$ cat config.mk
export PLATFORM = sky130hd
export DESIGN_NAME = i2c_evt_ctrl
export DESIGN_NICKNAME = d
export VERILOG_FILES = /design/src/rtl/i2c_evt_pkg.sv /design/src/rtl/i2c_evt_scl_edge.sv /design/src/rtl/i2c_evt_bitcnt.sv /design/src/rtl/i2c_evt_policy.sv /design/src/rtl/i2c_evt_ctrl.sv
export SDC_FILE = /design/constraint.sdc
export NUM_CORES = 1
export LEC_CHECK = 0
export ABC_AREA = 1
export CORE_MARGIN = 5
export CORE_UTILIZATION = 30
export CTS_CLUSTER_DIAMETER = 100
export CTS_CLUSTER_SIZE = 14
export DETAILED_ROUTE_END_ITERATION = 10
export SETUP_SLACK_MARGIN = 0.05
export SYNTH_ARGS = -nofsm -noshare
export SYNTH_HDL_FRONTEND = slang
export SYNTH_SLANG_ARGS = --single-unit
$ cat constraint.sdc
create_clock -name clk -period 2.2 [get_ports clk]
set_clock_uncertainty 0.05 [all_clocks]
set_input_delay 0.44 -clock clk [delete_from_list [all_inputs] [get_ports clk]]
set_output_delay 0.44 -clock clk [all_outputs]
set_load 0.1 [all_outputs]
$ cat src/rtl/i2c_evt_pkg.sv
package i2c_evt_pkg;

  // Slave selection state resolved at edge 8 of the address byte
  typedef enum logic [1:0] {
    SL_NONE  = 2'd0,
    SL_MATCH = 2'd1,
    SL_EXT   = 2'd2
  } slv_sel_t;

  // Width of an edge index able to hold DATA_BITS+1
  function automatic int edge_w(input int data_bits);
    return $clog2(data_bits + 2);
  endfunction

endpackage

$ cat src/rtl/i2c_evt_scl_edge.sv
module i2c_evt_scl_edge #(
  parameter int SYNC_STAGES = 2
) (
  input  logic clk,
  input  logic rst,
  input  logic scl_async,
  output logic scl_fall,
  output logic scl_rise
);
  localparam int TAP = SYNC_STAGES;

  // sh[0..TAP-1] synchronizer chain, sh[TAP] one-cycle delayed copy
  logic [TAP:0] sh;

  always_ff @(posedge clk) begin
    if (rst) begin
      sh <= '1;
    end else begin
      sh <= {sh[TAP-1:0], scl_async};
    end
  end

  always_ff @(posedge clk) begin
    if (rst) begin
      scl_fall <= 1'b0;
      scl_rise <= 1'b0;
    end else begin
      scl_fall <= sh[TAP] & ~sh[TAP-1];
      scl_rise <= ~sh[TAP] & sh[TAP-1];
    end
  end

  assert_edges_exclusive_R1: assert property (@(posedge clk) disable iff (rst)
    !(scl_fall && scl_rise));

endmodule

$ cat src/rtl/i2c_evt_bitcnt.sv
module i2c_evt_bitcnt #(
  parameter int DATA_BITS = 8
) (
  input  logic clk,
  input  logic rst,
  input  logic scl_fall,
  input  logic scl_rise,
  input  logic start_det,
  input  logic stop_det,
  output logic edge_vld,
  output logic [i2c_evt_pkg::edge_w(DATA_BITS)-1:0] edge_num,
  output logic edge_addr,
  output logic addr_phase
);
  localparam int CW = i2c_evt_pkg::edge_w(DATA_BITS);
  localparam logic [CW-1:0] LAST_C = CW'(DATA_BITS + 1);

  logic          armed;
  logic [CW-1:0] cnt;
  logic [CW-1:0] cnt_nxt;

  always_comb cnt_nxt = cnt + 1'b1;

  always_ff @(posedge clk) begin
    if (rst) begin
      armed      <= 1'b0;
      cnt        <= '0;
      addr_phase <= 1'b0;
      edge_vld   <= 1'b0;
      edge_num   <= '0;
      edge_addr  <= 1'b0;
    end else begin
      edge_vld <= 1'b0;
      if (start_det) begin
        armed      <= 1'b0;
        cnt        <= '0;
        addr_phase <= 1'b1;
      end else if (stop_det) begin
        armed      <= 1'b0;
        cnt        <= '0;
        addr_phase <= 1'b0;
      end else begin
        if (scl_rise) armed <= 1'b1;
        if (scl_fall && armed) begin
          edge_vld  <= 1'b1;
          edge_num  <= cnt_nxt;
          edge_addr <= addr_phase;
          if (cnt_nxt == LAST_C) begin
            cnt        <= '0;
            addr_phase <= 1'b0;
          end else begin
            cnt <= cnt_nxt;
          end
        end
      end
    end
  end

  assert_edge_window_R1: assert property (@(posedge clk) disable iff (rst)
    edge_vld |-> (edge_num != '0) && (edge_num <= LAST_C));

  assert_start_clears_R1: assert property (@(posedge clk) disable iff (rst)
    start_det |=> !edge_vld && addr_phase);

endmodule

$ cat src/rtl/i2c_evt_policy.sv
module i2c_evt_policy #(
  parameter int DATA_BITS = 8
) (
  input  logic clk,
  input  logic rst,
  input  logic start_det,
  input  logic stop_det,
  input  logic edge_vld,
  input  logic [i2c_evt_pkg::edge_w(DATA_BITS)-1:0] edge_num,
  input  logic edge_addr,
  input  logic addr_phase,
  input  logic is_master,
  input  logic wait_on_ninth,
  input  logic ack_en,
  input  logic addr_match,
  input  logic ext_code,
  input  logic sw_release,
  output logic irq,
  output logic scl_hold,
  output logic ack_drive
);
  import i2c_evt_pkg::*;

  localparam int CW = edge_w(DATA_BITS);
  localparam logic [CW-1:0] LAST_C = CW'(DATA_BITS + 1);
  localparam logic [CW-1:0] BYTE_C = CW'(DATA_BITS);

  logic     busy, restart;
  slv_sel_t sel, sel_nxt;
  logic     fire, stall;
  logic [CW-1:0] data_pt;

  always_comb data_pt = wait_on_ninth ? LAST_C : BYTE_C;

  always_comb begin
    fire    = 1'b0;
    stall   = 1'b0;
    sel_nxt = sel;
    if (edge_vld) begin
      if (is_master) begin
        fire  = edge_addr ? (edge_num == LAST_C) : (edge_num == data_pt);
        stall = fire;
      end else if (edge_addr) begin
        if (edge_num == BYTE_C) begin
          if (ext_code) begin
            sel_nxt = SL_EXT;
            fire    = 1'b1;
            stall   = 1'b1;
          end else if (addr_match) begin
            sel_nxt = SL_MATCH;
          end else begin
            sel_nxt = SL_NONE;
          end
        end else if (edge_num == LAST_C) begin
          if (sel == SL_MATCH) begin
            fire  = 1'b1;
            stall = 1'b1;
          end else if (sel == SL_NONE && restart) begin
            fire = 1'b1;
          end
        end
      end else if (sel != SL_NONE && edge_num == data_pt) begin
        fire  = 1'b1;
        stall = 1'b1;
      end
    end
  end

  always_ff @(posedge clk) begin
    if (rst) begin
      busy    <= 1'b0;
      restart <= 1'b0;
      sel     <= SL_NONE;
    end else if (start_det) begin
      restart <= busy;
      busy    <= 1'b1;
      sel     <= SL_NONE;
    end else if (stop_det) begin
      busy    <= 1'b0;
      restart <= 1'b0;
      sel     <= SL_NONE;
    end else begin
      sel <= sel_nxt;
    end
  end

  always_ff @(posedge clk) begin
    if (rst) begin
      irq       <= 1'b0;
      scl_hold  <= 1'b0;
      ack_drive <= 1'b0;
    end else begin
      irq <= fire;
      if (fire && stall)   scl_hold <= 1'b1;
      else if (sw_release) scl_hold <= 1'b0;
      if (is_master)       ack_drive <= !addr_phase && ack_en;
      else if (addr_phase) ack_drive <= addr_match;
      else                 ack_drive <= ack_en && (sel != SL_NONE);
    end
  end

  assert_irq_pulse_R10: assert property (@(posedge clk) disable iff (rst)
    irq |=> !irq);

  assert_hold_with_irq_R9: assert property (@(posedge clk) disable iff (rst)
    $rose(scl_hold) |-> irq);

  assert_hold_until_release_R9: assert property (@(posedge clk) disable iff (rst)
    $fell(scl_hold) |-> $past(sw_release));

  assert_master_addr_ninth_R2: assert property (@(posedge clk) disable iff (rst)
    (irq && $past(edge_vld && edge_addr && is_master)) |-> ($past(edge_num) == LAST_C));

  assert_ext_stretch_R6: assert property (@(posedge clk) disable iff (rst)
    $past(edge_vld && edge_addr && !is_master && ext_code && edge_num == BYTE_C)
      |-> (irq && scl_hold));

  assert_nowait_only_restart_R7: assert property (@(posedge clk) disable iff (rst)
    (irq && !scl_hold) |-> $past(restart && !is_master && edge_addr));

endmodule

$ cat src/rtl/i2c_evt_ctrl.sv
module i2c_evt_ctrl #(
  parameter int DATA_BITS   = 8,
  parameter int SYNC_STAGES = 2
) (
  input  logic clk,
  input  logic rst,
  input  logic scl_in,
  input  logic start_det,
  input  logic stop_det,
  input  logic is_master,
  input  logic wait_on_ninth,
  input  logic ack_en,
  input  logic addr_match,
  input  logic ext_code,
  input  logic sw_release,
  output logic irq,
  output logic scl_hold,
  output logic ack_drive
);
  localparam int CW = i2c_evt_pkg::edge_w(DATA_BITS);

  logic          fall, rise;
  logic          edge_vld, edge_addr, addr_phase;
  logic [CW-1:0] edge_num;

  i2c_evt_scl_edge #(.SYNC_STAGES(SYNC_STAGES)) u_edge (
    .clk(clk), .rst(rst), .scl_async(scl_in),
    .scl_fall(fall), .scl_rise(rise)
  );

  i2c_evt_bitcnt #(.DATA_BITS(DATA_BITS)) u_cnt (
    .clk(clk), .rst(rst), .scl_fall(fall), .scl_rise(rise),
    .start_det(start_det), .stop_det(stop_det),
    .edge_vld(edge_vld), .edge_num(edge_num),
    .edge_addr(edge_addr), .addr_phase(addr_phase)
  );

  i2c_evt_policy #(.DATA_BITS(DATA_BITS)) u_pol (
    .clk(clk), .rst(rst), .start_det(start_det), .stop_det(stop_det),
    .edge_vld(edge_vld), .edge_num(edge_num), .edge_addr(edge_addr),
    .addr_phase(addr_phase), .is_master(is_master),
    .wait_on_ninth(wait_on_ninth), .ack_en(ack_en),
    .addr_match(addr_match), .ext_code(ext_code), .sw_release(sw_release),
    .irq(irq), .scl_hold(scl_hold), .ack_drive(ack_drive)
  );

endmodule

Yosys cells after proc, flatten, opt, wreduce, memory -nomap -nowiden
Cells that the tools add are included.

Add/subtract/negate cells: 1. Equality and inequality tests: 5. Multiplexer cells: 32. Bitwise logic cells: 7. Reduce and logical (&&, ||, !) cells: 17.

Operators with widths (number): 1-bit 2-to-1 mux (30); 4-bit equality test (second input constant) (3); 1-bit logical AND (6); 2-bit nonzero test (3); 3-bit nonzero test (2); 1-bit NOT (5); 4-bit by 1-bit adder with 4-bit output (second input constant) (1); 4-bit equality test (1); 4-bit 2-to-1 mux (1); 4-bit AND reduction (1); 3-bit AND reduction (1); 3-bit OR reduction (1); 1-bit bitwise AND (2); 2-bit by 1-bit equality test with 1-bit output (second input constant) (1); 2-bit zero test (1); 2-bit 2-to-1 mux (1); 2-bit AND reduction (1); 1-bit zero test (1).

Register bits after elaboration: 24. Bits of input ports: 11. Logic and storage cells: 77.

Depth between registers and ports, before layout
Gate-level depths: netlist of the first run.

Depth in word-level cells: 11. Mapped depth: 11. Mapped depth without buffers: 11.

By module
A second synthesis of the first run with hierarchy kept.

Cell total of the unflattened synthesis: 156. Area total of the unflattened synthesis: 1162.4 um2.

Modules (own cells, without submodules): i2c_evt_bitcnt (times used 1, cells each 70, area an instance 544.3 um2); i2c_evt_policy (times used 1, cells each 72, area an instance 479.2 um2); i2c_evt_scl_edge (times used 1, cells each 14, area an instance 138.9 um2).

Least setup slack after synthesis of the first run
No wires, ideal clock.

Path type: reg-to-output. From: register u_pol.scl_hold. To: output scl_hold. Data arrival time: 924 ps. Required time: 1710 ps. Path slack: 786 ps. Stages on the path, launching flop included: 1. Path through: dfxtp_1.

RTL lines: start, declared (RTL line i2c_evt_policy.sv:19) `output logic scl_hold,`; start signal, assigned (RTL line i2c_evt_policy.sv:90) `scl_hold <= 1'b0;`; start signal, assigned (RTL line i2c_evt_policy.sv:94) `if (fire && stall) scl_hold <= 1'b1;`; start signal, assigned (RTL line i2c_evt_policy.sv:95) `else if (sw_release) scl_hold <= 1'b0;`; end, declared (RTL line i2c_evt_ctrl.sv:17) `output logic scl_hold,`.

No word-level cell between the ends.

Worst setup path after layout of the first run
From: register u_pol.scl_hold. To: output scl_hold.

No word-level cell between the ends.

==> metrics, run 1 <==
CP endpoint kind=output pin; clk slew on worst S/H paths=120 ps; Ports=14; Placer Congestion=0.830; cell-by-cell trace of the critical path=buf_4; Starting Density=31.4%; Initial DRC Count=33; Worst R2R Setup Slack=890 ps; startpoint types=register; Rows=21; Synth area leaders=dfxtp_1 (46%), nand2_1 (10%), a21oi_1 (6.2%); Switch Pwr=0.156 mW; Layout area overhead=20.9%; WP depth=1; Yosys top cell area share=45.6%; GRT overflow=0; Inserted Clock Buffers=3; CP max stage cell=dfxtp_1; synth warn=0; share of layout cells above drive strength 1=15.1%; Required @ worst endpoint=1710 ps; Largest delay share family, worst path=flip-flops; DP HPWL=1620 um; sequential-to-total area share from yosys stat=45.6%; Post-DP Area=1240 um^2; RSZ-0062 raised after global routing=false; final worst-path cycle share=65.4%; final WL=2050 um; vias per std cell=4.47; post-CTS setup buffers=0; worst setup path endpoint=scl_hold; CP max stage delay=350 ps; port bufs=13; RR Startpoint=u_cnt.cnt[1]; Power Total=0.724 mW; switch share=21.6%; DRC=0; H-Tree Depth=1; core area=3360 um^2; setup tns final=0 ps; Int Power=0.568 mW; Final Cell Area=1270 um^2; ant diodes=0; post-cts hold buffer count=0; CTS tree=built; First-pass DRT Iterations=4; fin crit period=1440 ps; number of max-cap violations=0; Pwr Density=568 nW/um^2; cell taking the most area after synthesis=dfxtp_1; Slew Viols, Final=0; outcome=finished clean; crit path DAT=950 ps; Final Util=37.9%; Comb pwr share=7.3%; Die W=69.3 um; Crit Path Max Fanout=2; r2r worst-path depth=5; Slew HR=81.6%; Worst-Margin Slew=279 ps; Cell Area, Synth=1050 um^2; synthesized flop and latch total=24; RR Endpoint=u_cnt.cnt[1]; syn avg cell area=7.81 um^2; antenna violations before repair=0; area of the die=4800 um^2; Netlist cell types=27; Tot GR Track Use=9.34%; clk buf depth=2; Max Freq=695 MHz; buffer and inverter count on the worst path=1; Peak VDD IR=0.344 mV; first-pass GRT wire length=3750 um; # clock sinks=24; Final #Nets=166; drt wl/cell=10.3 um; Die Y=69.3 um; Leak=0.506 nW; critical path type=register to output pin; Hold Crit Start=u_edge.sh[0]; Final setup viols=0; Vias=886; vias in the first global route=893; fill count=376; pin count of the biggest net entering global routing=14; Mapped Nets=148; sequential share of power=61.5%; CP startpoint=u_pol.scl_hold; Final Hold Fails=0; HP Class=register to register; synthesized instance count=135; clock share of power=31.3%; root buffer cell=clkbuf_4; worst-skew pair later-pin latency=310 ps; CTS resizes=0; antenna viol nets, final=0
-- cell usage after synthesis (all sizes together) --
cell    count
nand4       1
nor2       16
a211oi      3
ha          2
a21oi      13
o21ai       5
nand3b      2
a32o        1
nor3        1
clkbuf      1
inv        19
or2         4
nand3      10
nand2      28
dfxtp      24
o211ai      1
and2        1
xnor2       1
xor2        2
-- cells in the final DEF, fill, tap and decap left out, types with 3 or more instances in the layout --
cell type and count:
nand2_1 28, dfxtp_1 24, inv_1 14, nor2_1 13
a21oi_1 13, clkdlybuf4s50_1 10, nand3_1 9, inv_2 5
buf_4 4, clkbuf_4 3
-- metal layers --
metal / part of all wire, % / global-route usage (%)
met1: 50 / 11.6
met2: 43 / 15.3
met3: 5.7 / 3.62
met4: 0.64 / 1.95
met5: 0 / 0
-- power by group through the flow --
stage                     Sequential (mW)  Combinational, mW  Clock (mW)
after floorplan                     0.460             0.0196           0
after global placement              0.455             0.0528           0
after detailed placement            0.455             0.0531           0
after CTS                           0.445             0.0534       0.240
after global routing                0.447             0.0589       0.260
final                               0.445             0.0526       0.226
-- registers in the layout (all words and copies together) (netlist names) --
| register | cells |
|---|---|
| u_cnt.cnt | 4 |
| u_cnt.edge_num | 4 |
| u_edge.sh | 3 |
| u_pol.sel | 2 |
| u_cnt.addr_phase | 1 |
| u_cnt.armed | 1 |
| u_cnt.edge_addr | 1 |
| u_cnt.edge_vld | 1 |
| u_edge.scl_fall | 1 |
| u_edge.scl_rise | 1 |
| u_pol.ack_drive | 1 |
| u_pol.busy | 1 |
| u_pol.irq | 1 |
| u_pol.restart | 1 |
| u_pol.scl_hold | 1 |
-- worst min-delay path by stage --
stage          depth (start not counted)  slack, ps              end
2_1_floorplan                          1        340     u_edge.sh[1]
3_3_place_gp                           1        340     u_edge.sh[1]
3_5_place_dp                           1        350     u_edge.sh[1]
4_1_cts                                1        380  u_edge.scl_fall
5_1_grt                                1        410  u_edge.scl_fall
6_report                               1        380     u_edge.sh[1]
-- cell families (layout without fill, tap and decap cells) --
group / after synthesis / count (layout) / synth area share (%)
compound gates: 23 / 23 / 13.2
xor+xnor: 3 / 3 / 3.20
fa+ha+maj: 2 / 2 / 2.37
buf+inv: 20 / 37 / 7.12
flops: 24 / 24 / 45.6
simple gates: 63 / 63 / 28.6
-- layout make-up --
type	instances	area, um^2	share of cell area [%]
inverters	19	71.3	5.59
multi-input cells	91	499	39.2
well taps	46	57.6	4.51
repair buffers	14	130	10.2
clock buffers	4	36.3	2.85
flip-flops and latches	24	480	37.7
-- per-stage QoR --
stage / hold slack (ps) / setup slack, ps / std cells
CTS: 377 / 741 / 198
global route: 406 / 710 / 198
global placement: 341 / 503 / 194
floorplan: 339 / 786 / 135
finish: 376 / 762 / 198
detailed placement: 348 / 479 / 194
No activity file was read; power rests on OpenSTA's default activity.
==> inputs of run 2 (changes only) <==
==> constraint.sdc (replaced) <==
create_clock -name clk -period 1.46 [get_ports clk]
set_clock_uncertainty 0.05 [all_clocks]
set_input_delay 0.292 -clock clk [delete_from_list [all_inputs] [get_ports clk]]
set_output_delay 0.292 -clock clk [all_outputs]
set_load 0.1 [all_outputs]
==> metrics, run 2 (same netlist as run 1, synthesis figures left out) <==
outcome=finished clean; Leak=0.562 nW (+11%); drt wl/cell=10.6 um (+2.5%); clk buf depth=2 (unchanged); cell mode on critical path=nand3_1; worst-skew pair later-pin latency=310 ps (about the same); Switch Pwr=0.250 mW (+60%); port bufs=13 (unchanged); RSZ-0062 raised after global routing=false; CTS tree=built; sequential cell area=483 um^2 (+0.52%); buffer and inverter count on the worst path=0 (-1); Tot GR Track Use=9.90% (+0.56 points); Final setup viols=0 (unchanged); # clock sinks=24 (unchanged); H-Tree Depth=1 (unchanged); Die Y=69.3 um (unchanged); First-pass DRT Iterations=4 (unchanged); Rows=21 (unchanged); most common cell after layout, fill and taps aside=nand2_1; Placer Congestion=0.848 (+2.2%); final WL=2180 um (+6.6%); Worst R2R Setup Slack=150 ps (-740 ps); Power Total=1.24 mW (+72%); Starting Density=31.4% (unchanged); first-pass GRT wire length=3930 um (+4.6%); Crit Path Max Fanout=4 (+2); Final Hold Fails=0 (unchanged); Worst-Margin Slew=245 ps (-34.4 ps); Inserted Clock Buffers=3 (unchanged); sequential share of power=53.9% (-7.6 points); vias per std cell=4.52 (+1.0%); switch share=20.1% (-1.5 points); GRT overflow=0 (unchanged); Pwr Density=895 nW/um^2 (+58%); antenna viol nets, final=0 (unchanged); antenna violations before repair=0 (unchanged); DP HPWL=1770 um (+8.8%); cell-by-cell trace of the critical path=ha_1 > xor2_1 > nor2_1 > nand3_1 > nand3_1 > a21oi_1; CP max stage delay=370 ps (+20 ps); clock share of power=38.3% (+7.0 points); Int Power=0.995 mW (+75%); HP Class=register to register; number of max-cap violations=0 (unchanged); ant diodes=0 (unchanged); CP max stage cell=dfxtp_2; Slew Viols, Final=0 (unchanged); Layout area overhead=31.9%; Slew HR=83.7% (+2.1 points); core area=3360 um^2 (unchanged); area of the die=4800 um^2 (unchanged); startpoint types=register; fill count=354 (-5.9%); setup tns final=0 ps (unchanged); commonest non-fill, non-tap cells in the layout=nand2_1 (28), dfxtp_1 (22), inv_1 (14); CP endpoint kind=register; dpl ws=-137 ps (-616 ps); clk slew on worst S/H paths=140 ps (+20 ps); final non-filler cell total=206 (+4.0%); Ports=14 (unchanged); Max Freq=766 MHz; fin crit period=1310 ps; Initial DRC Count=55 (+67%); Largest delay share family, worst path=flip-flops; Cells after DPL=202 (+4.1%); final worst-path cycle share=89.4%; critical path type=register to register; Vias=931 (+5.1%); Final #Nets=174 (+4.8%); largest registers=u_cnt.cnt x4, u_cnt.edge_num x4, u_edge.sh x3; Die W=69.3 um (unchanged); vias in the first global route=952 (+6.6%); fin worst setup slack=154 ps (-607 ps); area of the multi-input gates=499 um^2 (unchanged); Peak VDD IR=0.375 mV (+9.2%); pin count of the biggest net entering global routing=15 (+1); crit path DAT=1500 ps (+550 ps); Required @ worst endpoint=1660 ps (-50 ps); root buffer cell=clkbuf_4; Comb pwr share=7.7% (+0.4 points); share of layout cells above drive strength 1=20.6% (+5.5 points); DRC=0 (unchanged)
## run 2: cell count changes in the layout (fill, tap and decap cells not counted), sizes merged
cell,delta
clkbuf,-1
bufinv,+1
buf,+8
## run 2: worst paths after layout
| check | startpoint | endpoint | depth (start not counted) |
|---|---|---|---|
| setup / recovery | u_cnt.cnt[0] | u_cnt.addr_phase | 6 |
| hold / removal | u_edge.sh[1] | u_edge.scl_fall | 1 |
| setup reg to reg | u_cnt.cnt[0] | u_cnt.addr_phase | 6 |
| hold reg to reg | u_edge.sh[1] | u_edge.scl_fall | 1 |
## run 2: worst register-to-register path: stages (launching register included)
cell     delay, ps
dfxtp_2        370
ha_1           210
xor2_1         220
nor2_1          90
nand3_1        100
nand3_1         70
a21oi_1        130
## run 2: per-stage QoR
stage	utilization, %	hold slack [ps]	cell area, um^2
2_1_floorplan	-	339	1050
3_3_place_gp	39.7	342	1340
3_5_place_dp	39.7	349	1340
4_1_cts	41.3	368	1390
5_1_grt	41.4	404	1390
6_report	41.4	367	1390
## run 2: routing by layer
| layer | GRT usage (%) | routed length (um) | part of all wire [%] | up-vias |
|---|---|---|---|---|
| met5 | 0 | 0 | 0 | - |
| met4 | 4.34 | 27 | 1.2 | 0 |
| met3 | 3.04 | 120 | 5.5 | 4 |
| met2 | 15.6 | 1000 | 46 | 21 |
| met1 | 12.4 | 1030 | 47 | 423 |
| li1 | - | - | - | 483 |
## run 2: power groups by stage
stage                     combinational (mW)  clock [mW]  sequential [mW]
after floorplan                       0.0295           0            0.694
after global placement                0.0950           0            0.686
after detailed placement              0.0967           0            0.686
after CTS                             0.0973       0.492            0.672
after global routing                   0.107       0.524            0.673
final                                 0.0961       0.477            0.671
## run 2: cell type report
type                       instances  share of cell area [%]
timing repair buffer              22                    16.4
multi-input combinational         91                    35.9
sequential                        24                    34.7
tap                               46                    4.14
inverter                          19                    5.13
clock inverter                     1                    2.16
clock buffer                       3                    1.62
## run 2: what timing repair did
item | 4_1_cts | 5_1_grt
gates resized for setup | 0 | 2
hold buffers | 0 | 0
endpoints found under the setup margin | 0 | 4
setup buffers | 0 | 0
